$ cat src/rtl/rstcause_pkg.sv
package rstcause_pkg;
  localparam int unsigned REG_W   = 16;
  localparam int unsigned OSC_W   = 3;
  localparam int unsigned B_TRAP  = 15;
  localparam int unsigned B_ILLOP = 14;
  localparam int unsigned B_DSLP  = 10;
  localparam int unsigned B_CFGM  = 9;
  localparam int unsigned B_PIN   = 7;
  localparam int unsigned B_SWR   = 6;
  localparam int unsigned B_WDT   = 4;
  localparam int unsigned B_SLP   = 3;
  localparam int unsigned B_IDLE  = 2;
  localparam int unsigned B_BOR   = 1;
  localparam int unsigned B_POR   = 0;
  localparam logic [REG_W-1:0] FLAG_MASK = 16'hC6DF;

  typedef struct packed {
    logic por;
    logic bor;
    logic pin;
    logic swrst;
    logic wdt;
    logic trap;
    logic illop;
    logic cfgmis;
    logic sleep;
    logic idle;
    logic dslp_en;
  } evt_t;
endpackage

$ cat src/rtl/rstcause_evmap.sv
module rstcause_evmap
  import rstcause_pkg::*;
(
  input  evt_t             ev,
  output logic [REG_W-1:0] set_v,
  output logic [REG_W-1:0] clr_v
);
  always_comb begin
    set_v = '0;
    clr_v = '0;
    set_v[B_TRAP]  = ev.trap;
    set_v[B_ILLOP] = ev.illop;
    set_v[B_DSLP]  = ev.sleep & ev.dslp_en;
    set_v[B_CFGM]  = ev.cfgmis;
    set_v[B_PIN]   = ev.pin;
    set_v[B_SWR]   = ev.swrst;
    set_v[B_WDT]   = ev.wdt;
    set_v[B_SLP]   = ev.sleep;
    set_v[B_IDLE]  = ev.idle;
    set_v[B_BOR]   = ev.bor | ev.por;
    set_v[B_POR]   = ev.por;
    clr_v[B_WDT]   = ev.sleep | ev.idle;
    if (ev.por) begin
      clr_v = ~set_v;
    end
  end
endmodule

$ cat src/rtl/rstcause_flags.sv
module rstcause_flags
  import rstcause_pkg::*;
#(
  parameter int unsigned W = REG_W,
  parameter logic [W-1:0] MASK = FLAG_MASK
) (
  input  logic         clk,
  input  logic         rst,
  input  logic         wr_en,
  input  logic [W-1:0] wr_data,
  input  logic [W-1:0] set_v,
  input  logic [W-1:0] clr_v,
  input  logic         sleep_ev,
  input  logic         dslp_en,
  input  logic         idle_ev,
  input  logic         wdt_ev,
  input  logic         por_ev,
  output logic [W-1:0] q
);
  for (genvar i = 0; i < W; i++) begin : g_bit
    logic d;
    always_comb begin
      if (MASK[i]) begin
        d = ((wr_en ? wr_data[i] : q[i]) & ~clr_v[i]) | set_v[i];
      end else begin
        d = 1'b0;
      end
    end
    always_ff @(posedge clk) begin
      if (rst) q[i] <= 1'b0;
      else     q[i] <= d;
    end
  end

  AST_POR_EXACT: assert property (@(posedge clk) disable iff (rst)
    por_ev |=> (q == W'(3)));
  AST_DSLP_SET: assert property (@(posedge clk) disable iff (rst)
    (sleep_ev && dslp_en) |=> (q[B_DSLP] && q[B_SLP]));
  AST_WDT_CLR: assert property (@(posedge clk) disable iff (rst)
    ((sleep_ev || idle_ev) && !wdt_ev && !por_ev) |=> !q[B_WDT]);
  AST_STICKY: assert property (@(posedge clk) disable iff (rst)
    (!wr_en && set_v == '0 && clr_v == '0) |=> $stable(q));
endmodule

$ cat src/rtl/rstcause_clksel.sv
module rstcause_clksel
  import rstcause_pkg::*;
#(
  parameter int unsigned OW = OSC_W
) (
  input  logic          clk,
  input  logic          rst,
  input  logic          cold_rst,
  input  logic          warm_rst,
  input  logic          cksw_en,
  input  logic [OW-1:0] cfg_osc,
  input  logic [OW-1:0] cur_osc,
  output logic [OW-1:0] clk_src
);
  logic          any_rst;
  logic          use_cfg;
  logic [OW-1:0] pick;

  assign any_rst = cold_rst | warm_rst;
  assign use_cfg = ~cksw_en | cold_rst;
  assign pick    = use_cfg ? cfg_osc : cur_osc;

  always_ff @(posedge clk) begin
    if (rst)          clk_src <= '0;
    else if (any_rst) clk_src <= pick;
  end

  AST_CK_CFG: assert property (@(posedge clk) disable iff (rst)
    (any_rst && !cksw_en) |=> (clk_src == $past(cfg_osc)));
  AST_CK_WARM: assert property (@(posedge clk) disable iff (rst)
    (warm_rst && !cold_rst && cksw_en) |=> (clk_src == $past(cur_osc)));
  AST_CK_HOLD: assert property (@(posedge clk) disable iff (rst)
    !any_rst |=> $stable(clk_src));
endmodule

$ cat src/rtl/rstcause_top.sv
module rstcause_top
  import rstcause_pkg::*;
(
  input  logic             clk,
  input  logic             rst,
  input  logic             ev_por,
  input  logic             ev_bor,
  input  logic             ev_pin,
  input  logic             ev_swrst,
  input  logic             ev_wdt,
  input  logic             ev_trap,
  input  logic             ev_illop,
  input  logic             ev_cfgmis,
  input  logic             ev_sleep,
  input  logic             ev_idle,
  input  logic             dsleep_en,
  input  logic             wr_en,
  input  logic [REG_W-1:0] wr_data,
  input  logic             cksw_en,
  input  logic [OSC_W-1:0] cfg_osc,
  input  logic [OSC_W-1:0] cur_osc,
  output logic [REG_W-1:0] rd_data,
  output logic [OSC_W-1:0] clk_src
);
  evt_t             ev;
  logic [REG_W-1:0] set_v;
  logic [REG_W-1:0] clr_v;

  assign ev = '{por: ev_por, bor: ev_bor, pin: ev_pin, swrst: ev_swrst,
                wdt: ev_wdt, trap: ev_trap, illop: ev_illop,
                cfgmis: ev_cfgmis, sleep: ev_sleep, idle: ev_idle,
                dslp_en: dsleep_en};

  rstcause_evmap u_map (
    .ev    (ev),
    .set_v (set_v),
    .clr_v (clr_v)
  );

  rstcause_flags #(.W(REG_W), .MASK(FLAG_MASK)) u_flags (
    .clk      (clk),
    .rst      (rst),
    .wr_en    (wr_en),
    .wr_data  (wr_data),
    .set_v    (set_v),
    .clr_v    (clr_v),
    .sleep_ev (ev_sleep),
    .dslp_en  (dsleep_en),
    .idle_ev  (ev_idle),
    .wdt_ev   (ev_wdt),
    .por_ev   (ev_por),
    .q        (rd_data)
  );

  rstcause_clksel #(.OW(OSC_W)) u_ck (
    .clk      (clk),
    .rst      (rst),
    .cold_rst (ev_por | ev_bor),
    .warm_rst (ev_pin | ev_swrst | ev_wdt),
    .cksw_en  (cksw_en),
    .cfg_osc  (cfg_osc),
    .cur_osc  (cur_osc),
    .clk_src  (clk_src)
  );

  AST_UNUSED_ZERO: assert property (@(posedge clk) disable iff (rst)
    wr_en |=> ((rd_data & ~FLAG_MASK) == '0));
  AST_EVENT_WINS: assert property (@(posedge clk) disable iff (rst)
    (wr_en && ev_pin) |=> rd_data[B_PIN]);
endmodule

$ cat config.mk
export PLATFORM = sky130hd
export DESIGN_NAME = rstcause_top
export DESIGN_NICKNAME = d
export VERILOG_FILES = /design/src/rtl/rstcause_pkg.sv /design/src/rtl/rstcause_evmap.sv /design/src/rtl/rstcause_flags.sv /design/src/rtl/rstcause_clksel.sv /design/src/rtl/rstcause_top.sv
export SDC_FILE = /design/constraint.sdc
export NUM_CORES = 1
export LEC_CHECK = 0
export ABC_AREA = 1
export CAP_MARGIN = 10
export CELL_PAD_IN_SITES_DETAIL_PLACEMENT = 1
export CELL_PAD_IN_SITES_GLOBAL_PLACEMENT = 2
export CORE_UTILIZATION = 19
export CTS_BUF_LIST = sky130_fd_sc_hd__clkbuf_4 sky130_fd_sc_hd__clkbuf_8
export DETAILED_ROUTE_END_ITERATION = 7
export GPL_TIMING_DRIVEN = 1
export PLACE_DENSITY_LB_ADDON = 0.08
export SLEW_MARGIN = 25
export SYNTH_ARGS = -nofsm -noshare
export SYNTH_HDL_FRONTEND = slang
export SYNTH_HIERARCHICAL = 1
export SYNTH_SLANG_ARGS = --single-unit
$ cat constraint.sdc
create_clock -name clk -period 1.1 [get_ports clk]
set_input_delay 0.22 -clock clk [delete_from_list [all_inputs] [get_ports clk]]
set_output_delay 0.22 -clock clk [all_outputs]
set_load 0.01 [all_outputs]
==> metrics.txt, run 1 <==
global placer's final weighted congestion 0.6741; Area Growth Syn to Fin 53.49%; worst r2r src u_flags/q[4]$_SDFF_PP0_; critical path launch point type flop; IO Pins 56; family with the most delay on the worst path flip-flops; Synth Warn # 6; multi-input logic area 401.6 sq um; run status finished clean; Routed Antenna Nets 0; core area 4848 sq um; CTS sink cnt 14; share of cells above drive strength 1 11.96%; first-pass GRT wire length 4540 microns; Worst Path Arrival 850 ps; # placed instances 272; clock share of power 35.7%; register area 281.5 sq um; NetSw 423.3 uW; Slowest-stage cell, CP dfxtp_1; All-Layer GR Usage 11.21%; Final Cycle Share 97.51%; clk root buf clkbuf_8; CP Data Required Time 880 ps; initial antenna violation count 0; CP Capture Type output pin; Via Count 1038; Max-cap violations 0; initial drt markers 36; max-slew violation count 0; row count 25; delay of the slowest critical-path stage 350 ps; vias in the first global route 1039; DIE AREA 5488 sq um; RSZ-0062 raised after global routing no; Int Power 1071 uW; Layout Utilization 31.25%; Worst-Skew Late Latency 250 ps; Comb pwr share 26.3%; ANT cells 0; post-layout net count 247; cells along the critical path clkdlybuf4s15_1; Clock Skews 0 ps; syn avg cell area 5.841 sq um; Worst Setup Path Type flop to output pin; final WL 2911 microns; post-DR wirelength/cell 10.55 microns; time the worst path needs with I/O delays and setup 1073 ps; DRC viols 0; number of CTS-inserted buffers 3; Pwr Total 1494 uW; vias per inst 3.761; largest net degree at the start of global routing 12; DP HPWL 2221 microns; Sw Share 28.33%; hold slack 271.0 ps; first drt pass iteration count 4; leakage power 0.0008681 uW; most frequent cells in the layout inv_1 (52), nand2_1 (28), clkdlybuf4s50_1 (25); H-tree lvl count 1; Final Hold Vio Count 0; Finished Layout Cells 276; CTS tree built; Die Y 74.08 microns; largest fanout on the critical path 2; peak supply drop 0.4310 mV; min-delay src ev_pin; commonest non-fill, non-tap cell in the layout inv_1; fill cell count 639; Worst-path clk slew 70 ps; Starting Density 20.36%; CTS Buffer Depth 2; Power Density 986.3 nW/um^2; Setup violations, final 0; die width 74.08 microns; cell count after synthesis 169; port bufs 45; share of power burned in registers 38.0%; Mapped Area 987.2 sq um; fmax 932.3 MHz; CP Buf/Inv Count 1; Worst Setup SP u_flags/q[1]$_SDFF_PP0_; Worst Hold Class input port to flop; gr ovfl total 0
==> path summary, 6_finish.rpt <==
check             depth (start not counted)  slack, ps                           end
hold / removal                            3        270       u_flags/q[7]$_SDFF_PP0_
setup / recovery                          1         30                    rd_data[1]
hold reg to reg                           2        510  u_ck/clk_src[1]$_SDFFE_PP0P_
setup reg to reg                          4        390       u_flags/q[4]$_SDFF_PP0_
==> power by group through the flow <==
stage	sequential [uW]	clock (uW)	combinational (uW)
3_5_place_dp	578	0	418
5_1_grt	573	576	441
3_3_place_gp	576	0	413
4_1_cts	566	564	394
6_report	568	534	392
2_1_floorplan	593	0	192
==> repair_timing <==
item,in CTS,in global routing
hold buffers,0,0
endpoints found under the setup margin,28,13
buffers inserted,0,0
pin swaps,1,5
hold endpoints to repair,0,0
resized for setup,22,24
==> layer usage <==
metal  vias to the layer above  GRT usage (%)  part of all wire, %
met5                         -              0                    0
met4                         0          5.128                  1.5
met3                         4          2.304                  6.4
met2                        34          19.60                   48
met1                       463          13.10                   45
li1                        537              -                    -
==> registers in the layout, indices dropped and copies added (netlist names) <==
name	cells
u_ck/clk_src	3
u_flags/q	11
==> stage by stage <==
| step | TNS [ps] | cell area [sq um] | worst slack [ps] |
|---|---|---|---|
| finish | 0 | 1515 | 27.39 |
| global route | 0 | 1515 | 1.817 |
| CTS | 0 | 1489 | 2.638 |
| detailed placement | -4150 | 1450 | -358.1 |
| global placement | -3848 | 1450 | -342.4 |
| floorplan | 0 | 1006 | 184.3 |
==> cell type report <==
class	count	area share [%]
Sequential cell	14	18.58
Timing Repair Buffer	50	31.96
Tap cell	67	5.533
Multi-Input combinational cell	86	26.51
Clock buffer	4	3.633
Inverter	55	13.79
Note: power is estimated with default switching activity, not from simulation.
==> inputs of run 2 (changes only) <==
--- a/config.mk
+++ b/config.mk
@@ -6,6 +6,7 @@
 export NUM_CORES = 1
 export LEC_CHECK = 0
 export ABC_AREA = 1
+export ABC_CLOCK_PERIOD_IN_PS = 1100
 export CAP_MARGIN = 10
 export CELL_PAD_IN_SITES_DETAIL_PLACEMENT = 1
 export CELL_PAD_IN_SITES_GLOBAL_PLACEMENT = 2
==> results of run 2 <==
No change in the layout: final DEF, timing and power equal those of run 1.
==> inputs of run 3 (changes only) <==
--- a/config.mk
+++ b/config.mk
@@ -13,6 +13,7 @@
 export CORE_UTILIZATION = 19
 export CTS_BUF_LIST = sky130_fd_sc_hd__clkbuf_4 sky130_fd_sc_hd__clkbuf_8
 export DETAILED_ROUTE_END_ITERATION = 7
+export GPL_ROUTABILITY_DRIVEN = 1
 export GPL_TIMING_DRIVEN = 1
 export PLACE_DENSITY_LB_ADDON = 0.08
 export SLEW_MARGIN = 25
==> results of run 3 <==
No change in the layout: final DEF, timing and power equal those of run 1.
